**src/rtl/dm_pkg.sv**
```systemverilog
package dm_pkg;
  localparam int REG_W = 8;

  // event / enable bit layout
  localparam int EB_CPERR = 7;
  localparam int EB_LOS   = 6;
  localparam int EB_AIS   = 5;
  localparam int EB_IDLE  = 4;
  localparam int EB_FERF  = 3;
  localparam int EB_AIC   = 2;
  localparam int EB_OOF   = 1;
  localparam int EB_PERR  = 0;

  // level defect indices inside the tracker vector
  localparam int LV_AIS  = 0;
  localparam int LV_LOS  = 1;
  localparam int LV_OOF  = 2;
  localparam int LV_FERF = 3;
  localparam int NUM_LVL = 4;

  localparam int CFG_W = 3;

  function automatic logic [REG_W-1:0] pack_status(
    input logic ais, input logic los, input logic idle, input logic oof,
    input logic [CFG_W-1:0] cfg);
    return {ais, los, idle, oof, 1'b0, cfg};
  endfunction
endpackage

```
**src/rtl/dm_idle_integrator.sv**
```systemverilog
module dm_idle_integrator #(
  parameter int unsigned IDLE_FRAMES = 63
) (
  input  logic clk,
  input  logic rst,
  input  logic sample,
  input  logic idle_seen,
  output logic idle_st,
  output logic idle_chg
);
  localparam int CNT_W = $clog2(IDLE_FRAMES + 1);
  localparam logic [CNT_W-1:0] LAST = CNT_W'(IDLE_FRAMES - 1);

  logic [CNT_W-1:0] on_cnt, off_cnt;
  logic             declare, clear;

  always_comb begin
    declare  = sample && idle_seen && !idle_st && (on_cnt == LAST);
    clear    = sample && !idle_seen && idle_st && (off_cnt == LAST);
    idle_chg = declare || clear;
  end

  always_ff @(posedge clk) begin
    if (rst) begin
      on_cnt  <= '0;
      off_cnt <= '0;
      idle_st <= 1'b0;
    end else if (sample) begin
      if (idle_seen) begin
        off_cnt <= '0;
        if (declare) begin
          idle_st <= 1'b1;
          on_cnt  <= '0;
        end else if (!idle_st) begin
          on_cnt <= on_cnt + 1'b1;
        end
      end else begin
        on_cnt <= '0;
        if (clear) begin
          idle_st <= 1'b0;
          off_cnt <= '0;
        end else if (idle_st) begin
          off_cnt <= off_cnt + 1'b1;
        end
      end
    end
  end
endmodule

```
**src/rtl/dm_level_tracker.sv**
```systemverilog
module dm_level_tracker #(
  parameter int N = 4
) (
  input  logic         clk,
  input  logic         rst,
  input  logic         sample,
  input  logic [N-1:0] lvl_in,
  output logic [N-1:0] state,
  output logic [N-1:0] chg
);
  for (genvar i = 0; i < N; i++) begin : g_lvl
    assign chg[i] = sample && (lvl_in[i] != state[i]);
    always_ff @(posedge clk) begin
      if (rst)         state[i] <= 1'b0;
      else if (sample) state[i] <= lvl_in[i];
    end
  end
endmodule

```
**src/rtl/dm_reg_file.sv**
```systemverilog
module dm_reg_file
  import dm_pkg::*;
#(
  parameter int          ADDR_W    = 8,
  parameter int unsigned STAT_ADDR = 'h10,
  parameter int unsigned EN_ADDR   = 'h12,
  parameter int unsigned LAT_ADDR  = 'h14
) (
  input  logic              clk,
  input  logic              rst,
  input  logic              rd_en,
  input  logic              wr_en,
  input  logic [ADDR_W-1:0] addr,
  input  logic [REG_W-1:0]  wdata,
  input  logic [REG_W-1:0]  events,
  input  logic [NUM_LVL-1:0] lvl_state,
  input  logic              idle_st,
  output logic [REG_W-1:0]  rdata,
  output logic              irq
);
  localparam logic [ADDR_W-1:0] A_STAT = ADDR_W'(STAT_ADDR);
  localparam logic [ADDR_W-1:0] A_EN   = ADDR_W'(EN_ADDR);
  localparam logic [ADDR_W-1:0] A_LAT  = ADDR_W'(LAT_ADDR);

  logic [REG_W-1:0] en_q, en_d, lat_q, lat_d, clr, stat_v, rd_mux;
  logic [CFG_W-1:0] cfg_q, cfg_d;

  always_comb begin
    stat_v = pack_status(lvl_state[LV_AIS], lvl_state[LV_LOS], idle_st,
                         lvl_state[LV_OOF], cfg_q);
    unique case (addr)
      A_STAT:  rd_mux = stat_v;
      A_EN:    rd_mux = en_q;
      A_LAT:   rd_mux = lat_q;
      default: rd_mux = '0;
    endcase
    clr   = (rd_en && addr == A_LAT) ? lat_q : '0;
    lat_d = (lat_q & ~clr) | events;
    en_d  = (wr_en && addr == A_EN) ? wdata : en_q;
    cfg_d = (wr_en && addr == A_STAT) ? wdata[CFG_W-1:0] : cfg_q;
  end

  always_ff @(posedge clk) begin
    if (rst) begin
      en_q  <= '0;
      cfg_q <= '0;
      lat_q <= '0;
      rdata <= '0;
      irq   <= 1'b0;
    end else begin
      en_q  <= en_d;
      cfg_q <= cfg_d;
      lat_q <= lat_d;
      irq   <= |(lat_d & en_d);
      if (rd_en) rdata <= rd_mux;
    end
  end
endmodule

```
**src/rtl/ds3_defect_irq.sv**
```systemverilog
module ds3_defect_irq
  import dm_pkg::*;
#(
  parameter int unsigned IDLE_FRAMES = 63,
  parameter int          ADDR_W      = 8,
  parameter int unsigned STAT_ADDR   = 'h10,
  parameter int unsigned EN_ADDR     = 'h12,
  parameter int unsigned LAT_ADDR    = 'h14
) (
  input  logic              clk,
  input  logic              rst,
  input  logic              frame_end,
  input  logic              idle_seen,
  input  logic              ais_in,
  input  logic              los_in,
  input  logic              oof_in,
  input  logic              ferf_in,
  input  logic              cp_err,
  input  logic              p_err,
  input  logic              aic_chg,
  input  logic              rd_en,
  input  logic              wr_en,
  input  logic [ADDR_W-1:0] addr,
  input  logic [7:0]        wdata,
  output logic [7:0]        rdata,
  output logic              irq,
  output logic              tx_ferf_req
);
  logic [NUM_LVL-1:0] lvl_in, lvl_state, lvl_chg;
  logic               idle_st, idle_chg;
  logic [REG_W-1:0]   events;

  always_comb begin
    lvl_in          = '0;
    lvl_in[LV_AIS]  = ais_in;
    lvl_in[LV_LOS]  = los_in;
    lvl_in[LV_OOF]  = oof_in;
    lvl_in[LV_FERF] = ferf_in;

    events           = '0;
    events[EB_CPERR] = frame_end && cp_err;
    events[EB_LOS]   = lvl_chg[LV_LOS];
    events[EB_AIS]   = lvl_chg[LV_AIS];
    events[EB_IDLE]  = idle_chg;
    events[EB_FERF]  = lvl_chg[LV_FERF];
    events[EB_AIC]   = frame_end && aic_chg;
    events[EB_OOF]   = lvl_chg[LV_OOF];
    events[EB_PERR]  = frame_end && p_err;
  end

  dm_idle_integrator #(.IDLE_FRAMES(IDLE_FRAMES)) u_idle (
    .clk(clk), .rst(rst), .sample(frame_end), .idle_seen(idle_seen),
    .idle_st(idle_st), .idle_chg(idle_chg)
  );

  dm_level_tracker #(.N(NUM_LVL)) u_lvl (
    .clk(clk), .rst(rst), .sample(frame_end), .lvl_in(lvl_in),
    .state(lvl_state), .chg(lvl_chg)
  );

  dm_reg_file #(
    .ADDR_W(ADDR_W), .STAT_ADDR(STAT_ADDR), .EN_ADDR(EN_ADDR), .LAT_ADDR(LAT_ADDR)
  ) u_regs (
    .clk(clk), .rst(rst), .rd_en(rd_en), .wr_en(wr_en), .addr(addr),
    .wdata(wdata), .events(events), .lvl_state(lvl_state), .idle_st(idle_st),
    .rdata(rdata), .irq(irq)
  );

  assign tx_ferf_req = lvl_state[LV_AIS];
endmodule

```
**config.mk**
```make
export PLATFORM = sky130hd
export DESIGN_NAME = ds3_defect_irq
export DESIGN_NICKNAME = d
export VERILOG_FILES = /design/src/rtl/dm_pkg.sv /design/src/rtl/dm_idle_integrator.sv /design/src/rtl/dm_level_tracker.sv /design/src/rtl/dm_reg_file.sv /design/src/rtl/ds3_defect_irq.sv
export SDC_FILE = /design/constraint.sdc
export NUM_CORES = 1
export LEC_CHECK = 0
export CELL_PAD_IN_SITES_DETAIL_PLACEMENT = 1
export CELL_PAD_IN_SITES_GLOBAL_PLACEMENT = 1
export CORE_ASPECT_RATIO = 1.4
export CORE_UTILIZATION = 35
export DETAILED_ROUTE_END_ITERATION = 6
export PLACE_DENSITY = 0.8
export SLEW_MARGIN = 20
export SYNTH_ARGS = -nofsm -noshare
export SYNTH_HDL_FRONTEND = slang
export SYNTH_SLANG_ARGS = --single-unit
```
**constraint.sdc**
```tcl
create_clock -name clk -period 1.53 [get_ports clk]
set_input_delay 0.153 -clock clk [delete_from_list [all_inputs] [get_ports clk]]
set_output_delay 0.153 -clock clk [all_outputs]
set_load 0.01 [all_outputs]
```
==> qor.csv, run 1 <==
metric,value,unit
status,"finished, violations left",
failing checks,setup timing,
#FFs+latches synth,45,
Post-Route Skew,12.67,ps
H-tree depth,2,
maxcap violations,0,
gr ovfl total,0,
Synthesized Nets,268,
Overall Global Routing Usage,26.30,%
Cells after DPL,367,
drt pass-1 iters,4,
RSZ-0062 raised after global routing,true,
row count,32,
Synth warnings,0,
Root Buffer,clkbuf_8,
WL final,8.862,mm
total CTS buffers,5,
Starting Density,37.03,%
Final HPWL DP,4.633,mm
Layout Nets,358,
Mean Syn Cell Area,8.897,um^2
Worst Hold Class,in -> reg,
slew margin rel.,70.47,%
crit path max fanout,2,
CORE AREA,5645,um^2
final hold vios,0,
Yosys cell types,37,
"top cells by area, synth","dfxtp_1, mux2i_1, nor2_1, a22oi_1, o21ai_0",
prevailing post-synth register cell,dfxtp_1,
Mapped Cells,235,
achievable clock frequency,615.2,MHz
switching share of power,25.12,%
PD cells,804.2,nW/um^2
share of post-route cells with drive strength above 1,36.81,%
first-pass GRT wire length,11.86,mm
startpoint type of the worst setup path,flip-flop,
drc violations,0,
synth cell count leaders,"dfxtp_1, nor2_1, mux2i_1",
RePlAce Congestion,0.8041,
Final Non-Filler Cells,394,
critical path capture point type,flip-flop,
Clock Power Share,41.1,%
Worst EP arrival,1820,ps
sequential area share after synthesis,43.09,%
drt via density,5.701,
hold_buf cts,0,
Layout area overhead,63.26,%
Sink Count,45,
number of synthesized flops with an enable pin,0,
top-count cell post-synth,dfxtp_1,
hold_ws,332.1,ps
"Slew Viols, Final",0,
Die ar.,6291,um^2
CTS tree,yes,
sw power,689.5,uW
initial antenna violation count,0,
Comb pwr share,14.6,%
DRT iter0 DRCs,80,
Post-Syn Area,2091,um^2
leakage power,0.001329,uW
period utilization,106.2,%
Peak VDD IR,0.4067,mV
Setup CP Type,reg -> reg,
Inserted Diodes,0,
post-route setup TNS,-106.5,ps
I/O pin count,39,
DRT antenna net count,0,
Period minus WS final,1626,ps
die height,93.45,um
I/O Buffers,38,
Seq pwr share,44.3,%
die width,67.32,um
via count,2246,
later-pin clock latency in the skew report,310,ps
setup violators final,2,
Yosys top cell area share,43.09,%
Synth async-reset ratio,0,%
Yosys top cell by area,dfxtp_1,
final setup margin,-95.55,ps
CP Data Required Time,1730,ps
WL per Instance,22.49,um
worst slew pin tran,440.1,ps
Longest Clk Path Bufs,2,
number of global-route vias before repair,2371,
largest net degree at the start of global routing,28,
Worst-path clk slew,90,ps
P_int,2055,uW
==> cells in the final DEF, fill, tap and decap left out, drive strengths merged, types with 2 or more instances in the layout <==
cell	count
xor2	4
and2	2
nand2	17
and3	2
a311oi	3
or3	3
o22ai	4
inv	5
clkdlybuf4s15	2
a21oi	11
o21ai	14
bufinv	2
dlygate4sd2	3
mux2i	22
nor2b	8
clkdlybuf4s50	28
dfxtp	45
nand4	2
ha	4
buf	56
dlymetal6s2s	2
clkbuf	7
a22oi	17
nand3b	3
nand3	5
nor2	41
nor3	2
==> per-layer routing <==
layer  share of wire [%]  global-route usage (%)  up-vias
li1                    -                       -     1020
met1                  35                   22.76     1115
met2                  56                   51.58       76
met3                 3.6                   3.902       35
met4                 5.6                   18.26        0
met5                   0                       0        -
==> flip-flops by register name, summed over array words and instances (netlist names) <==
signal and flops:
u_regs.en_q 8, u_regs.lat_q 8, u_idle.on_cnt 6, u_idle.off_cnt 6, u_regs.rdata 8, u_regs.cfg_q 3, u_regs.irq 1, u_idle.idle_st 1
u_lvl.state 4
==> power by group through the flow <==
| stage | sequential (uW) | clock (uW) | combinational, uW |
|---|---|---|---|
| finish | 1220 | 1130 | 400 |
| global route | 1220 | 1180 | 416 |
| CTS | 1210 | 1130 | 356 |
| detailed placement | 1240 | 0 | 303 |
| global placement | 1240 | 0 | 293 |
| floorplan | 1230 | 0 | 118 |
==> kinds of logic after synthesis <==
family | Yosys count | share of synthesized area, %
AND/OR/NAND/NOR | 90 | 21.90
AO/OA/AOI/OAI | 55 | 17.53
flip-flops | 45 | 43.09
multiplexers | 22 | 10.53
buffers and inverters | 15 | 2.872
XOR/XNOR | 4 | 1.675
adder cells (fa/ha/maj) | 4 | 2.394
==> critical path, cell delays in order (launching register included) <==
cell and delay (ps):
dfxtp_2 340, inv_2 50, ha_4 150, nand3_4 110
nor2_4 60, a221oi_4 350, o22ai_2 130, o41a_1 320
==> worst paths after layout <==
path | cells past startpoint | slack (ps) | end | from
max | 7 | -100 | u_regs.irq$_SDFF_PP0_ | u_idle.off_cnt[0]$_SDFFE_PP0P_
min | 4 | 330 | u_idle.idle_st$_SDFFE_PP0P_ | idle_seen
max reg2reg | 7 | -100 | u_regs.irq$_SDFF_PP0_ | u_idle.off_cnt[0]$_SDFFE_PP0P_
min reg2reg | 2 | 530 | u_regs.rdata[0]$_SDFFE_PP0P_ | u_regs.rdata[0]$_SDFFE_PP0P_
==> layout make-up <==
cell class	count	area [um^2]
Clock buffer	5	68.82
Clock inverter	3	68.82
Fill cell	612	2232
Inverter	5	18.77
Multi-Input combinational cell	175	1429
Sequential cell	45	909.6
Tap cell	68	85.08
Timing Repair Buffer	93	833.3
==> metrics by stage <==
stage / worst slack (ps) / instance area, um^2 / utilization, % / power, uW
3_5_place_dp: -702.4 / 2806 / 49.71 / 1541
2_1_floorplan: -86.61 / 2100 / - / 1352
4_1_cts: -113.9 / 3202 / 56.72 / 2702
5_1_grt: -139.7 / 3413 / 60.46 / 2816
3_3_place_gp: -627.9 / 2806 / 49.71 / 1530
6_report: -95.55 / 3413 / 60.46 / 2745
==> what timing repair did <==
item / CTS / global route
pin swaps: 11 / 14
resized for setup: 48 / 47
endpoints found under the setup margin: 29 / 16
setup buffers: 12 / 8
hold endpoints to repair: 0 / 0
No activity file was read; power rests on OpenSTA's default activity.
==> run 2, diff against run 1 <==
Settings changed: PLACE_DENSITY 0.8 to 0.77.
==> run 2 against run 1 <==
  * The run still ends with setup timing left
  * Global-route usage fell by 4.0 points
  * Power shrank 16%
  * Critical path type is now in -> reg
  * Hold slack gained 170 ps
  * Count of clock-buffer cells in the layout grew 2
  * Largest cell class unchanged
  * First-iteration DRC count is 56% lower
  * Register-to-register slack improved by 30 ps
  * Clock power fell by 34%
  * Combinational power shrank 17%
  * Worst setup slack gained 3.4 ps
  * Fmax grew 0.21%
  * Critical path depth increased by 1
==> qor.csv, run 2 (synthesized netlist as in run 1, its figures left out) <==
metric,value,unit
Layout Nets,352,
CORE AREA,5645,um^2
worst slew pin tran,589.4,ps
final hold vios,0,
drt pass-1 iters,4,
achievable clock frequency,616.5,MHz
Comb pwr share,14.5,%
via count,2093,
Worst EP arrival,1810,ps
sw power,601.8,uW
startpoint type of the worst setup path,input port,
hold_ws,497.3,ps
Post-Route Skew,8.389,ps
Seq pwr share,52.9,%
status,"finished, violations left",
switching share of power,26.21,%
gr ovfl total,0,
Inserted Diodes,0,
critical path capture point type,flip-flop,
failing checks,setup timing,
Reg area,903.4,um^2
Post-Place Setup Slack,-733.9,ps
RePlAce Congestion,0.7462,
Period minus WS final,1622,ps
WL final,6.900,mm
maxcap violations,0,
top flop regs,"u_regs.en_q: 8 flops, u_regs.lat_q: 8 flops, u_regs.rdata: 8 flops",
die width,67.32,um
initial antenna violation count,0,
Worst Hold Class,in -> reg,
Root Buffer,clkbuf_8,
I/O Buffers,38,
Total Power,2296,uW
crit path max fanout,6,
P_int,1694,uW
CTS tree,yes,
leakage power,0.001245,uW
Peak VDD IR,0.3938,mV
share of post-route cells with drive strength above 1,30.63,%
placed inst area,2776,um^2
Sink Count,45,
period utilization,106.0,%
PD cells,717.7,nW/um^2
WL per Instance,17.78,um
H-tree depth,2,
Longest Clk Path Bufs,2,
DRT iter0 DRCs,35,
drc violations,0,
Overall Global Routing Usage,22.29,%
Die ar.,6291,um^2
first-pass GRT wire length,10.40,mm
Setup CP Type,in -> reg,
die height,93.45,um
final setup margin,-92.13,ps
total CTS buffers,5,
Fill cells,653,
DRT antenna net count,0,
Layout area overhead,53.02,%
number of global-route vias before repair,2220,
setup violators final,3,
design area,3199,um^2
drt via density,5.394,
I/O pin count,39,
largest net degree at the start of global routing,46,
CP Data Required Time,1710,ps
row count,32,
most frequent cells in the layout,"buf_4, dfxtp_1, nor2_1",
hold_buf cts,0,
Final HPWL DP,4.328,mm
"Slew Viols, Final",0,
Clock Power Share,32.6,%
Starting Density,37.03,%
Worst-path clk slew,90,ps
later-pin clock latency in the skew report,300,ps
RSZ-0062 raised after global routing,true,
area of the multi-input gates,1343,um^2
post-route setup TNS,-102.8,ps
slew margin rel.,60.62,%
## run 2: cell count changes in the layout (fill, tap and decap cells not counted), moves of 2 or more
cell | previous run | this run
buf_4 | 48 | 43
dfxtp_1 | 40 | 43
clkbuf_1 | 0 | 2
o21ai_2 | 2 | 0
buf_2 | 0 | 2
mux2i_4 | 8 | 5
bufinv_16 | 2 | 0
mux2i_2 | 0 | 3
dfxtp_2 | 4 | 2
## run 2: metal layers
layer	share of wire [%]	GRT usage [%]	routed length (um)
met2	57	44.50	3928
met1	36	20.95	2506
met3	2.7	3.537	186
met4	4.0	9.574	278
met5	0	0	0
## run 2: power groups by stage
stage	registers, uW	logic [uW]	clock network, uW
2_1_floorplan	1230	118	0
3_3_place_gp	1240	287	0
3_5_place_dp	1240	291	0
4_1_cts	1210	311	754
5_1_grt	1220	355	810
6_report	1210	333	749
## run 2: cell type report
cell class                      count  area share, %
Clock buffer                        7          2.386
Tap cell                           68          2.659
Sequential cell                    45          28.24
Timing Repair Buffer               87          23.93
Inverter                            5         0.5866
Clock inverter                      1         0.2346
Multi-Input combinational cell    175          41.96
## run 2: worst max-delay path: stages
cell and delay, ps:
dlygate4sd2_1 280, nor2b_4 160, nand4_2 140, buf_6 170
buf_4 140, a22oi_2 230, o22ai_1 100, o41a_1 420
## run 2: through the flow
stage                     utilization [%]  std cells
after floorplan                         -        235
after global placement              49.18        363
after detailed placement            49.18        363
after CTS                           53.95        381
after global routing                56.67        388
final                               56.67        388
## run 2: repair_timing
action | 4_1_cts | 5_1_grt
setup endpoints to repair | 19 | 13
gates cloned | 0 | 1
pin swaps | 12 | 11
gates resized for setup | 47 | 21
buffers inserted | 10 | 6
## run 2: path summary, 6_finish.rpt
kind                            startpoint                      endpoint  slack, ps  depth (start not counted)
max                                addr[1]         u_regs.irq$_SDFF_PP0_        -90                          8
max reg2reg  u_idle.on_cnt[0]$_SDFFE_PP0P_         u_regs.irq$_SDFF_PP0_        -70                          7
min                                addr[2]     u_regs.en_q[4]$_SDFF_PP0_        500                          6
min reg2reg   u_regs.cfg_q[0]$_SDFFE_PP0P_  u_regs.cfg_q[0]$_SDFFE_PP0P_        500                          2
